File: src/rtl/qpp_pkg.sv
package qpp_pkg;
   typedef enum logic [2:0] {
      ST_IDLE     = 3'd0,
      ST_DIV_LEN  = 3'd1,
      ST_DIV_STEP = 3'd2,
      ST_DIV_INC  = 3'd3,
      ST_WALK     = 3'd4,
      ST_RUN      = 3'd5
   } qpp_state_e;
endpackage

File: src/rtl/qpp_mod_add.sv
// (a + b + cin) mod m for a, b < m, with one conditional subtraction.
module qpp_mod_add #(
   parameter int W = 13
) (
   input  logic [W-1:0] a,
   input  logic [W-1:0] b,
   input  logic         cin,
   input  logic [W-1:0] m,
   output logic [W-1:0] sum,
   output logic         cout
);
   logic [W:0] raw;
   logic [W:0] red;

   always_comb begin
      raw  = {1'b0, a} + {1'b0, b} + {{W{1'b0}}, cin};
      red  = raw - {1'b0, m};
      cout = (raw >= {1'b0, m});
      sum  = cout ? red[W-1:0] : raw[W-1:0];
   end
endmodule

File: src/rtl/qpp_serial_div.sv
// Restoring divider, one quotient bit per cycle, W cycles per division.
module qpp_serial_div #(
   parameter int W = 13
) (
   input  logic         clk,
   input  logic         rst_n,
   input  logic         go,
   input  logic [W-1:0] num,
   input  logic [W-1:0] den,
   output logic [W-1:0] quo,
   output logic [W-1:0] rem,
   output logic         done
);
   localparam int CW = $clog2(W + 1);

   logic [W:0]    acc;
   logic [W-1:0]  qsh;
   logic [CW-1:0] cnt;
   logic          run;
   logic [W:0]    shifted;
   logic [W:0]    trial;
   logic          fits;

   always_comb begin
      shifted = {acc[W-1:0], qsh[W-1]};
      trial   = shifted - {1'b0, den};
      fits    = (shifted >= {1'b0, den});
   end

   always_ff @(posedge clk or negedge rst_n) begin
      if (!rst_n) begin
         acc  <= '0;
         qsh  <= '0;
         cnt  <= '0;
         run  <= 1'b0;
         done <= 1'b0;
      end else begin
         done <= 1'b0;
         if (go) begin
            acc <= '0;
            qsh <= num;
            cnt <= CW'(W);
            run <= 1'b1;
         end else if (run) begin
            acc <= fits ? trial : shifted;
            qsh <= {qsh[W-2:0], fits};
            cnt <= cnt - 1'b1;
            if (cnt == CW'(1)) begin
               run  <= 1'b0;
               done <= 1'b1;
            end
         end
      end
   end

   assign quo = qsh;
   assign rem = acc[W-1:0];
endmodule

File: src/rtl/qpp_lane.sv
// Segment-index state of one lane: position q and increment g, both mod P.
module qpp_lane #(
   parameter int PW = 4
) (
   input  logic          clk,
   input  logic          rst_n,
   input  logic          clr,
   input  logic          load,
   input  logic [PW-1:0] ld_q,
   input  logic [PW-1:0] ld_g,
   input  logic          adv,
   input  logic          cr,
   input  logic          cg,
   input  logic [PW-1:0] tq,
   input  logic [PW-1:0] modp,
   output logic [PW-1:0] q,
   output logic [PW-1:0] g
);
   logic [PW-1:0] q_nxt;
   logic [PW-1:0] g_nxt;
   logic          q_wrap;
   logic          g_wrap;

   qpp_mod_add #(.W(PW)) u_qadd (
      .a(q), .b(g), .cin(cr), .m(modp), .sum(q_nxt), .cout(q_wrap)
   );
   qpp_mod_add #(.W(PW)) u_gadd (
      .a(g), .b(tq), .cin(cg), .m(modp), .sum(g_nxt), .cout(g_wrap)
   );

   always_ff @(posedge clk or negedge rst_n) begin
      if (!rst_n) begin
         q <= '0;
         g <= '0;
      end else if (clr) begin
         q <= '0;
         g <= '0;
      end else if (load) begin
         q <= ld_q;
         g <= ld_g;
      end else if (adv) begin
         q <= q_nxt;
         g <= g_nxt;
      end
   end
endmodule

File: src/rtl/qpp_par_addr_gen.sv
module qpp_par_addr_gen #(
   parameter int P_MAX = 8,
   parameter int AW    = 13,
   localparam int QW   = $clog2(P_MAX),
   localparam int PW   = $clog2(P_MAX + 1)
) (
   input  logic                clk,
   input  logic                rst_n,
   input  logic                start,
   input  logic [AW-1:0]       cfg_len,
   input  logic [AW-1:0]       cfg_f1,
   input  logic [AW-1:0]       cfg_f2,
   input  logic [PW-1:0]       cfg_par,
   output logic                busy,
   output logic                out_valid,
   output logic [AW-1:0]       out_offset,
   output logic [P_MAX*QW-1:0] out_blk,
   output logic                out_done
);
   import qpp_pkg::*;

   if (P_MAX < 2) begin : g_bad_lanes
      $error("qpp_par_addr_gen: P_MAX must be at least 2");
   end
   if (AW < 4) begin : g_bad_width
      $error("qpp_par_addr_gen: AW must be at least 4");
   end
   if (PW > AW) begin : g_bad_ratio
      $error("qpp_par_addr_gen: lane count too large for address width");
   end

   qpp_state_e    st;
   logic [AW-1:0] k_r, f1_r, f2_r, m_r, tr_r, r_r, gr_r, cnt_j;
   logic [PW-1:0] p_r, tq_r, cnt_p;
   logic          go_r, done_r;

   logic          accept;
   logic          div_done;
   logic [AW-1:0] div_num, div_den, div_quo, div_rem;
   logic [AW-1:0] g0_val, t0_val;
   logic          g0_unused, t0_unused;
   logic [AW-1:0] r_nxt, gr_nxt;
   logic          r_carry, gr_carry;
   logic          walk_last, walk_step, walk_cap, run_step, run_last;
   logic [PW-1:0] walk_q, walk_g;
   logic [PW-1:0] lane_q [P_MAX];
   logic [PW-1:0] lane_g [P_MAX];

   assign accept    = start && (st == ST_IDLE);
   assign walk_cap  = (st == ST_WALK) && (cnt_j == '0);
   assign walk_last = walk_cap && (cnt_p == p_r - 1'b1);
   assign walk_step = (st == ST_WALK) && !walk_last;
   assign run_step  = (st == ST_RUN);
   assign run_last  = run_step && (cnt_j == m_r - 1'b1);

   // first increment f1 + f2 and the increment step 2*f2, both mod K
   qpp_mod_add #(.W(AW)) u_g0 (
      .a(f1_r), .b(f2_r), .cin(1'b0), .m(k_r), .sum(g0_val), .cout(g0_unused)
   );
   qpp_mod_add #(.W(AW)) u_t0 (
      .a(f2_r), .b(f2_r), .cin(1'b0), .m(k_r), .sum(t0_val), .cout(t0_unused)
   );

   always_comb begin
      div_num = k_r;
      div_den = {{(AW-PW){1'b0}}, p_r};
      case (st)
         ST_DIV_STEP: begin div_num = g0_val; div_den = m_r; end
         ST_DIV_INC:  begin div_num = t0_val; div_den = m_r; end
         default:     begin div_num = k_r; div_den = {{(AW-PW){1'b0}}, p_r}; end
      endcase
   end

   qpp_serial_div #(.W(AW)) u_div (
      .clk(clk), .rst_n(rst_n), .go(go_r), .num(div_num), .den(div_den),
      .quo(div_quo), .rem(div_rem), .done(div_done)
   );

   // shared offset recursion, mod M
   qpp_mod_add #(.W(AW)) u_radd (
      .a(r_r), .b(gr_r), .cin(1'b0), .m(m_r), .sum(r_nxt), .cout(r_carry)
   );
   qpp_mod_add #(.W(AW)) u_gradd (
      .a(gr_r), .b(tr_r), .cin(1'b0), .m(m_r), .sum(gr_nxt), .cout(gr_carry)
   );

   // walker lane: steps through i = 0 .. (P-1)*M during setup
   qpp_lane #(.PW(PW)) u_walk (
      .clk(clk), .rst_n(rst_n), .clr(accept),
      .load((st == ST_DIV_STEP) && div_done),
      .ld_q('0), .ld_g(div_quo[PW-1:0]),
      .adv(walk_step), .cr(r_carry), .cg(gr_carry),
      .tq(tq_r), .modp(p_r), .q(walk_q), .g(walk_g)
   );

   for (genvar p = 0; p < P_MAX; p++) begin : g_lane
      logic cap_here, adv_here;
      assign cap_here = walk_cap && (cnt_p == PW'(p));
      assign adv_here = run_step && (PW'(p) < p_r);
      qpp_lane #(.PW(PW)) u_lane (
         .clk(clk), .rst_n(rst_n), .clr(accept),
         .load(cap_here), .ld_q(walk_q), .ld_g(walk_g),
         .adv(adv_here), .cr(r_carry), .cg(gr_carry),
         .tq(tq_r), .modp(p_r), .q(lane_q[p]), .g(lane_g[p])
      );
      assign out_blk[p*QW +: QW] = lane_q[p][QW-1:0];
   end

   always_ff @(posedge clk or negedge rst_n) begin
      if (!rst_n) begin
         st     <= ST_IDLE;
         k_r    <= '0;
         f1_r   <= '0;
         f2_r   <= '0;
         p_r    <= '0;
         m_r    <= '0;
         tq_r   <= '0;
         tr_r   <= '0;
         r_r    <= '0;
         gr_r   <= '0;
         cnt_j  <= '0;
         cnt_p  <= '0;
         go_r   <= 1'b0;
         done_r <= 1'b0;
      end else begin
         go_r   <= 1'b0;
         done_r <= 1'b0;
         case (st)
            ST_IDLE: if (accept) begin
               k_r   <= cfg_len;
               f1_r  <= cfg_f1;
               f2_r  <= cfg_f2;
               p_r   <= cfg_par;
               r_r   <= '0;
               gr_r  <= '0;
               go_r  <= 1'b1;
               st    <= ST_DIV_LEN;
            end
            ST_DIV_LEN: if (div_done) begin
               m_r  <= div_quo;
               go_r <= 1'b1;
               st   <= ST_DIV_STEP;
            end
            ST_DIV_STEP: if (div_done) begin
               gr_r <= div_rem;
               r_r  <= '0;
               go_r <= 1'b1;
               st   <= ST_DIV_INC;
            end
            ST_DIV_INC: if (div_done) begin
               tq_r  <= div_quo[PW-1:0];
               tr_r  <= div_rem;
               cnt_j <= '0;
               cnt_p <= '0;
               st    <= ST_WALK;
            end
            ST_WALK: begin
               if (walk_last) begin
                  cnt_j <= '0;
                  st    <= ST_RUN;
               end else begin
                  r_r  <= r_nxt;
                  gr_r <= gr_nxt;
                  if (cnt_j == m_r - 1'b1) begin
                     cnt_j <= '0;
                     cnt_p <= cnt_p + 1'b1;
                  end else begin
                     cnt_j <= cnt_j + 1'b1;
                  end
               end
            end
            ST_RUN: begin
               r_r  <= r_nxt;
               gr_r <= gr_nxt;
               if (run_last) begin
                  done_r <= 1'b1;
                  st     <= ST_IDLE;
               end else begin
                  cnt_j <= cnt_j + 1'b1;
               end
            end
            default: st <= ST_IDLE;
         endcase
      end
   end

   assign busy       = (st != ST_IDLE);
   assign out_valid  = (st == ST_RUN);
   assign out_offset = r_r;
   assign out_done   = done_r;
endmodule

File: config.mk
export PLATFORM = sky130hd
export DESIGN_NAME = qpp_par_addr_gen
export DESIGN_NICKNAME = d
export VERILOG_FILES = /design/src/rtl/qpp_pkg.sv /design/src/rtl/qpp_mod_add.sv /design/src/rtl/qpp_serial_div.sv /design/src/rtl/qpp_lane.sv /design/src/rtl/qpp_par_addr_gen.sv
export SDC_FILE = /design/constraint.sdc
export NUM_CORES = 1
export LEC_CHECK = 0
export BUFFER_PORTS_ARGS = -buffer_cell sky130_fd_sc_hd__buf_2
export CORE_MARGIN = 3
export CORE_UTILIZATION = 59
export CTS_BUF_LIST = sky130_fd_sc_hd__clkbuf_4 sky130_fd_sc_hd__clkbuf_8
export DETAILED_ROUTE_END_ITERATION = 8
export PLACE_DENSITY = 0.77
export SETUP_SLACK_MARGIN = 0.1
export SYNTH_ARGS = -nofsm -noshare
export SYNTH_HDL_FRONTEND = slang
export SYNTH_SLANG_ARGS = --single-unit
File: constraint.sdc
create_clock -name clk -period 6.3 [get_ports clk]
set_input_delay 1.26 -clock clk [delete_from_list [all_inputs] [get_ports clk]]
set_output_delay 1.26 -clock clk [all_outputs]
set_load 0.03 [all_outputs]
==> results by stage, run 1 <==
Min path:
- The worst hold path belongs to the class reg -> reg.
- The path with the worst hold slack has its endpoint at g_lane[4].u_lane.g[0].
- In this run the most critical hold path is launched from g_lane[4].u_lane.g[0].
- The worst hold path was traced through 2 stages.

Critical path:
- The delay of the slowest cell on the worst path is 0.48 ns.
- In this run the critical register-to-register path is captured at g_lane[1].u_lane.q[2].
- In this run the worst path has a maximum fanout of 5.
- The nature of the critical path endpoint is a register.
- The number of cells on the worst reg-to-reg path is 27.
- The arrival time at the worst endpoint is 6.55 ns.
- STA puts the critical path data required time at 6.81 ns.
- The worst setup path is of the reg -> reg kind.
- The type of origin of the critical path is a register.
- The number of buffers and inverters on the critical path is 3.
- The slowest stage of the critical path is the fa_1 cell.
- The reg-to-reg critical path startpoint is gr_r[0].
- The worst setup slack for register-to-register paths is 0.26 ns.
- The kind of cell adding the most delay to the critical path is adder cells.

Timing:
- The worst path needs 6.04 ns of the cycle, external delays included.
- The worst pin sits at a relative slew slack of 0.208.
- The final count of pins violating max slew came to 0.
- Setup violations remaining at the end of the flow were counted as 0.
- The period utilization is 0.959.
- At the pin with the least slew margin, the transition time is 1.19 ns.
- The setup skew after layout is 0.0258 ns.
- The highest clock frequency the design can meet is 166 MHz.
- The final hold violation count was 0.
- In the final timing run, aggregate negative setup slack is 0 ns.
- Setup repair after global routing could not meet its margin everywhere.

Route:
- The first detailed-routing pass ran for 6 iterations.
- Using the TritonRoute via totals, the vias-per-cell ratio works out to 6.31.
- The wire length per cell after detailed routing is 20.2 um.
- The post-detailed-route DRC marker count is 0.
- The detailed router finished its first iteration with 1,645 violations.
- The count of vias placed by the detailed router is 19,675.
- The sum of routed wire length over all layers is 63,100 um.
- The detail route stage leaves a number of antenna-violating nets equal to 0.

Clocking:
- The CTS buffer count is 44.
- Clock-pin slew was measured on the worst setup and hold paths at 0.06 ns.
- TritonCTS built the clock tree.
- The cell sitting at the root of the clock tree is a clkbuf_8.
- CTS saw 225 sinks.
- After clock tree synthesis, the flow added hold-fix buffers numbering 0.
- CTS built an H-tree with a depth of 2.
- The insertion delay of the later-clocked pin in the worst-skew pair is 0.63 ns.
- No sink is reached through more buffers than the 3 on the longest clock path.

Layout:
- The area growth from synthesis to layout is 11.6%.
- The fraction of final layout cells sized beyond drive strength 1 is 0.149.
- The number of antenna repair diodes is 0.
- The net count of the finished layout is 2,973.
- The final instance area is 0.0244 mm2.
- After filler insertion, the fill cell instance count of the layout stands at 2,898.

Synthesis:
- Sorting the synthesized cells by how often they occur yields nand2_1 (276), ha_1 (242), dfrtp_1 (225), nor2_1 (166), a21oi_1 (162).
- The predominant post-synthesis flop cell is dfrtp_1.
- The proportion of netlist area held by the largest area contributor is 0.258.
- The number of flops mapped to enable cells by yosys is 0.
- The synthesis warning total is 0.
- The most common cell in the synthesized netlist is nand2_1.
- The post-synthesis net count is 2,872.
- By area the synthesized netlist is led by dfrtp_1 (26%), ha_1 (14%), fa_1 (5.7%).
- The post-synthesis cell type count is 81.
- For this run, the register share of the synthesized area comes to 0.258.
- The share of flip-flops with an asynchronous set or reset after synthesis is 1.00.
- The count of mapped cells out of synthesis is 2,522.
- The total standard cell area after synthesis is 0.0219 mm2.
- The average instance in the mapped netlist occupies 8.67 um2.
- The cell type with the largest total area after synthesis is dfrtp_1.
- After synthesis the netlist holds a flip-flop and latch count of 225.

Global routing:
- The number of global-route vias before repair is 19,364.
- The wire length of the first global-routing pass is 100,000 um.
- For met1 alone, demand over resource in global routing was 0.406.
- The met2 layer usage reported by global route is 0.528.
- For this run, global-route usage on met3 was measured as 0.0537.
- Entering global routing, the biggest net connects 125 pins.
- The initial antenna violation count is 0.
- For this run, the total global-route usage over all layers was measured as 0.315.
- The global route total overflow is 0.
- In this run the most used layer during global routing was met2.

Placement:
- Summing all placed instances gives a cell area of 0.0229 mm2.
- The final HPWL from detailed placement is 44,800 um.
- The final RePlAce weighted congestion is 0.941.
- The count of buffers added on input and output ports is 85.

Run:
- The number of violations of the max-capacitance limit is 0.

Die:
- The effective utilization at floorplan is 0.607.
- The placeable core region is 0.0360 mm2.
- The overall die height is 198 um.
- The die is 198 um wide.
- After floorplanning, the core was divided into 69 placement rows.
- The die area is 0.0394 mm2.
- The count of boundary I/O pins is 86.

Outcome:
- The flow ran to the end, and the final reports show no timing, DRC or antenna violations.
how the worst max path moves through the flow:
stage,cells past startpoint,start,endpoint
floorplan,26,gr_r[0],u_walk.g[0]
global placement,26,gr_r[0],g_lane[7].u_lane.g[2]
detailed placement,26,gr_r[0],g_lane[5].u_lane.g[0]
CTS,29,out_offset[0],u_walk.q[1]
global route,26,gr_r[0],g_lane[1].u_lane.q[2]
finish,27,gr_r[0],g_lane[1].u_lane.q[2]
layout by cell type, fill, tap and decap left out, types with 14 or more instances in the layout:
| master | instances |
|---|---|
| a211o_1 | 14 |
| a211oi_1 | 52 |
| a21o_1 | 78 |
| a21oi_1 | 141 |
| a21oi_2 | 18 |
| a22oi_1 | 14 |
| a31oi_1 | 25 |
| and3_1 | 30 |
| buf_2 | 84 |
| buf_4 | 75 |
| clkbuf_8 | 60 |
| dfrtp_1 | 222 |
| fa_1 | 56 |
| ha_1 | 234 |
| inv_1 | 149 |
| mux2_2 | 48 |
| mux2i_1 | 98 |
| nand2_1 | 276 |
| nand2b_1 | 34 |
| nand3_1 | 64 |
| nand4_1 | 14 |
| nor2_1 | 165 |
| nor2b_1 | 39 |
| nor3_1 | 32 |
| nor3b_1 | 15 |
| o211ai_1 | 24 |
| o21a_1 | 18 |
| o21ai_0 | 143 |
| o21ai_1 | 29 |
| xnor2_1 | 84 |
| xor2_1 | 49 |
layer usage:
metal  wire length (um)  up-vias  part of all wire
li1                   -     9283                 -
met1              26600     9504              0.42
met2              29800      712              0.47
met3               4080      176             0.065
met4               2570        0             0.041
met5                  0        -                 0
kinds of logic (layout without fill, tap and decap cells):
logic type,count (synthesis),in the layout,synth area share
flops,225,225,0.258
fa+ha+maj,304,304,0.195
mux,146,146,0.0696
simple gates,750,750,0.164
xor+xnor,141,141,0.0565
compound gates,693,693,0.207
buf+inv,263,398,0.0502
per-stage QoR:
step	setup slack [ns]	utilization	std cells	hold slack, ns
after global routing	-0.0633	0.677	3118	0.522
after CTS	0.128	0.663	3098	0.494
after floorplan	0.112	-	2522	0.450
after detailed placement	-0.0884	0.635	3017	0.479
after global placement	0.132	0.635	3017	0.466
final	0.259	0.677	3118	0.487
final cells by class:
type,count,area (um2),area share
inverter,153,574,0.0236
clock buffer,69,893,0.0366
tap,461,577,0.0237
clock inverter,11,85.1,0.00349
timing repair buffer,165,1090,0.0449
multi-input combinational,2034,15500,0.637
sequential,225,5630,0.231
worst reg2reg max path, cell delays in order (launching register included):
cell	delay, ns
dfrtp_1	0.42
ha_2	0.22
fa_2	0.39
a211oi_1	0.24
o21a_1	0.21
o21ai_2	0.11
a21oi_2	0.17
nor2b_4	0.18
xnor2_2	0.13
ha_2	0.32
nand2_1	0.08
o21ai_1	0.08
or2_2	0.31
o211ai_1	0.21
o211ai_1	0.17
inv_2	0.20
buf_12	0.17
fa_1	0.17
inv_1	0.06
fa_1	0.48
ha_1	0.31
a21o_1	0.18
a21oi_1	0.19
nand2_1	0.07
a21oi_1	0.22
mux2i_1	0.24
a211oi_1	0.11
mux2_2	0.29
timing repair:
action | in CTS | in global routing
buffers inserted | 1 | 19
gates cloned | 0 | 1
resized for setup | 7 | 87
pin swaps | 2 | 33
endpoints found under the setup margin | 30 | 64
registers in the layout, indices dropped and copies added (netlist names), 3 cells and up:
register / count
cnt_j: 13
cnt_p: 4
f1_r: 13
f2_r: 13
g_lane.u_lane.g: 32
g_lane.u_lane.q: 32
gr_r: 13
k_r: 13
m_r: 13
out_offset: 13
p_r: 4
st: 3
tq_r: 4
tr_r: 13
u_div.acc: 13
u_div.cnt: 4
u_div.quo: 13
u_walk.g: 4
u_walk.q: 4
Power of run 1 is not shown: default switching activity piles up to over one toggle a cycle in this logic, so the estimate is an artifact.
==> run 2, diff against run 1 <==
==> constraint.sdc (replaced) <==
create_clock -name clk -period 6.3 [get_ports clk]
set_input_delay 0.315 -clock clk [delete_from_list [all_inputs] [get_ports clk]]
set_output_delay 0.315 -clock clk [all_outputs]
set_load 0.03 [all_outputs]
==> run 2 against run 1 <==
Effect of this change:
- clock skew down 0.0024 ns
- setup slack gained 0.025 ns
- flip-flop and latch count did not move
- die area unchanged
- critical path type unchanged
- critical endpoint is now g_lane[5].u_lane.g[2]
- highest routed layer unchanged
==> results by stage, run 2 (synthesized netlist as in run 1, its figures left out) <==
Outcome:
- Status: complete, no violations (unchanged).

Die:
- The overall die height is 198 um (unchanged).
- The x dimension of the die is 198 um (unchanged).
- The standard-cell row count is 69 (unchanged).
- The die area is 0.0394 mm2 (unchanged).
- The placeable core region is 0.0360 mm2 (unchanged).
- The effective utilization at floorplan is 0.607 (unchanged).
- The count of boundary I/O pins came to 86 (unchanged).

Global routing:
- The global-route total usage across every layer is 0.322 (was 0.315).
- The met2 layer usage reported by global route is 0.535 (was 0.528).
- The largest net degree at the start of global routing is 107 (was 125).
- The wire length of the first global-routing pass is 103,000 um (was 100,000 um).
- The initial antenna violation count was 1 (was 0).
- The global-route met3 utilization came to 0.0474 (was 0.0537).
- The most congested layer reported by global routing was met2 (unchanged).
- The global route total overflow came to 0 (unchanged).
- The met1 routing resource usage after global routing is 0.414 (was 0.406).
- The number of global-route vias before repair is 20,104 (was 19,364).

Critical path:
- The arrival time at the worst endpoint is 6.52 ns (was 6.55 ns).
- The critical path data required time is 6.81 ns (about the same).
- The signal on the critical path passes through ha_1, a211oi_2, o21a_1, nor2_1, a21oi_1, xnor2_1, ha_1, nand4_1, a211oi_2, o31ai_2, a311oi_2, a311oi_4, buf_12, fa_1, inv_1, fa_1, ha_1, a21o_1, a21oi_2, nand2_1, a21boi_2, mux2i_1, a211oi_1, mux2_2.
- The number of cell instances on the worst register-to-register path was 24 (was 27).
- The slowest cell on the critical path is dfrtp_2 (was fa_1).
- The most used cell along the critical path is ha_1.
- The type of origin of the critical path is a register (unchanged).
- The kind of cell adding the most delay to the critical path is compound AO/OA/AOI/OAI gates (was adder cells).
- The depth of the critical timing path with buffers and inverters included is 24 (was 27).
- The maximum fanout count along the critical path was 8 (was 5).
- The nature of the critical path endpoint is a register (unchanged).
- The combined buffer and inverter count along the critical path is 2 (was 3).
- The delay of the slowest cell on the worst path is 0.45 ns (was 0.48 ns).
- The classification of the worst setup path is reg -> reg (unchanged).

Route:
- The sum of routed wire length over all layers is 64,400 um (was 63,100 um).
- The number of DRC markers after the initial detailed-route iteration is 1,606 (was 1,645).
- The post-detailed-route DRC marker count is 0 (unchanged).
- The count of nets left with antenna violations after detail routing is 0 (unchanged).
- The count of vias placed by the detailed router is 20,035 (was 19,675).
- The wire length per cell after detailed routing is 20.4 um (was 20.2 um).
- The iteration count of the initial detailed-routing pass is 6 (unchanged).
- The via density per instance came to 6.33 (was 6.31).

Min path:
- The worst hold path cell count is 5 (was 2).
- The class of the tightest hold or removal check is in -> reg (was reg -> reg).

Layout:
- The net count of the finished layout came to 3,019 (was 2,973).
- The leading cell type in the layout, fill and taps excluded is nand2_1 (unchanged).
- The total area of sequential cells is 0.00563 mm2 (about the same).
- The area used by multi-input combinational logic is 0.0155 mm2 (about the same).
- The fraction of final layout cells sized beyond drive strength 1 was 0.146 (was 0.149).
- The utilization after layout is 0.690 (was 0.677).
- The area added between synthesis and finish came to 13.7% (was 11.6%).
- The fill cell instance count of the final layout is 2,817 (was 2,898).
- Biggest registers after layout: g_lane.u_lane.g (32), g_lane.u_lane.q (32) (unchanged).
- Top library cells by usage in the layout, fill and taps aside: nand2_1 (276), ha_1 (235), dfrtp_1 (223) (was nand2_1 (276), ha_1 (234), dfrtp_1 (222)).
- The final instance area was 0.0249 mm2 (was 0.0244 mm2).

Placement:
- The number of port buffers was 85 (unchanged).
- The final RePlAce weighted congestion is 0.974 (was 0.941).
- The placement-stage cell area was 0.0229 mm2 (about the same).
- The post-placement worst setup slack was -0.125 ns (was -0.0884 ns).
- The final HPWL from detailed placement came to 45,300 um (was 44,800 um).

Timing:
- The final count of pins violating max slew is 0 (unchanged).
- RSZ-0062 raised after global routing: yes (unchanged).
- The measured slew at the worst slew-check pin was 1.20 ns (was 1.19 ns).
- The total negative slack for setup checks is 0 ns (unchanged).
- The period utilization is 0.955 (was 0.959).
- The final worst slack came to 0.285 ns (was 0.259 ns).
- The setup skew after layout is 0.0234 ns (was 0.0258 ns).
- The final count of negative-setup-slack endpoints came to 0 (unchanged).
- The remaining max-slew budget at the tightest pin is 0.196 (was 0.208).
- The time the worst path needs with I/O delays and setup is 6.02 ns (was 6.04 ns).
- The highest clock frequency the design can meet is 166 MHz (about the same).
- The final hold violation count is 0 (unchanged).

Run:
- The number of violations of the max-capacitance limit is 0 (unchanged).

Clocking:
- The clock-pin transition on the worst setup and hold timing paths is 0.06 ns (about the same).
- The H-tree depth came to 2 (unchanged).
- The clock tree from TritonCTS was built (unchanged).
- The clock tree root driver cell is clkbuf_8 (unchanged).
- The CTS buffer count is 44 (unchanged).
- The insertion delay of the later-clocked pin in the worst-skew pair is 0.63 ns (about the same).
- The worst-case clock buffer depth is 3 (unchanged).
- The sink count of the clock tree is 225 (unchanged).
[run 2: cell count changes in the layout (fill, tap and decap cells not counted), sizes merged]
cell         delta
dlygate4sd3    +44
bufinv          +6
clkinv          -6
buf             +2
clkbuf          -2
clkinvlp        +1
diode           +1
[run 2: cell type report]
| cell class | instances | area share |
|---|---|---|
| clock buffers | 67 | 0.0336 |
| flip-flops and latches | 225 | 0.227 |
| diodes | 1 | 0.000101 |
| inverters | 153 | 0.0231 |
| well taps | 461 | 0.0232 |
| clock inverters | 12 | 0.00977 |
| repair buffers | 211 | 0.0617 |
| multi-input cells | 2034 | 0.622 |
[run 2: final timing paths]
kind | from | endpoint | slack [ns]
worst max-delay path | gr_r[1] | g_lane[5].u_lane.g[2] | 0.28
max in group asynchronous | rst_n | gr_r[1] | 4.49
worst max register to register | gr_r[1] | g_lane[5].u_lane.g[2] | 0.28
worst min register to register | g_lane[0].u_lane.g[0] | g_lane[0].u_lane.g[0] | 0.48
worst min-delay path | start | st[0] | 0.18
min in group asynchronous | rst_n | g_lane[5].u_lane.q[1] | 0.35
[run 2: what timing repair did]
action	4_1_cts	5_1_grt
endpoints found under the setup margin	29	69
gates cloned	0	1
resized for setup	8	76
endpoints found under the hold margin	147	0
hold buffers	44	0
pin swaps	3	29
setup buffers	0	17
[run 2: per-stage QoR]
step | hold WS (ns) | std cells
floorplan | 0.0194 | 2522
global placement | 0.431 | 3022
detailed placement | 0.453 | 3022
CTS | 0.154 | 3145
global route | 0.244 | 3164
finish | 0.177 | 3164
[run 2: worst reg2reg max path, delay by kind of cell, from the launching register on]
kind	cells	cell delay, ns
DFF	1	0.45
adders and majority gates	5	1.78
AOI/OAI and AO/OA	11	2.40
muxes	2	0.53
buffers and inverters	2	0.28
xor gates and xnor gates	1	0.11
and+or+nand+nor	3	0.35
[run 2: per-layer routing]
layer / vias up / routed length, um
met3: 227 / 4370
met2: 819 / 30200
met1: 9645 / 26700
met5: - / 0
li1: 9344 / -
met4: 0 / 3160
Power of run 2 is left out for the same reason.
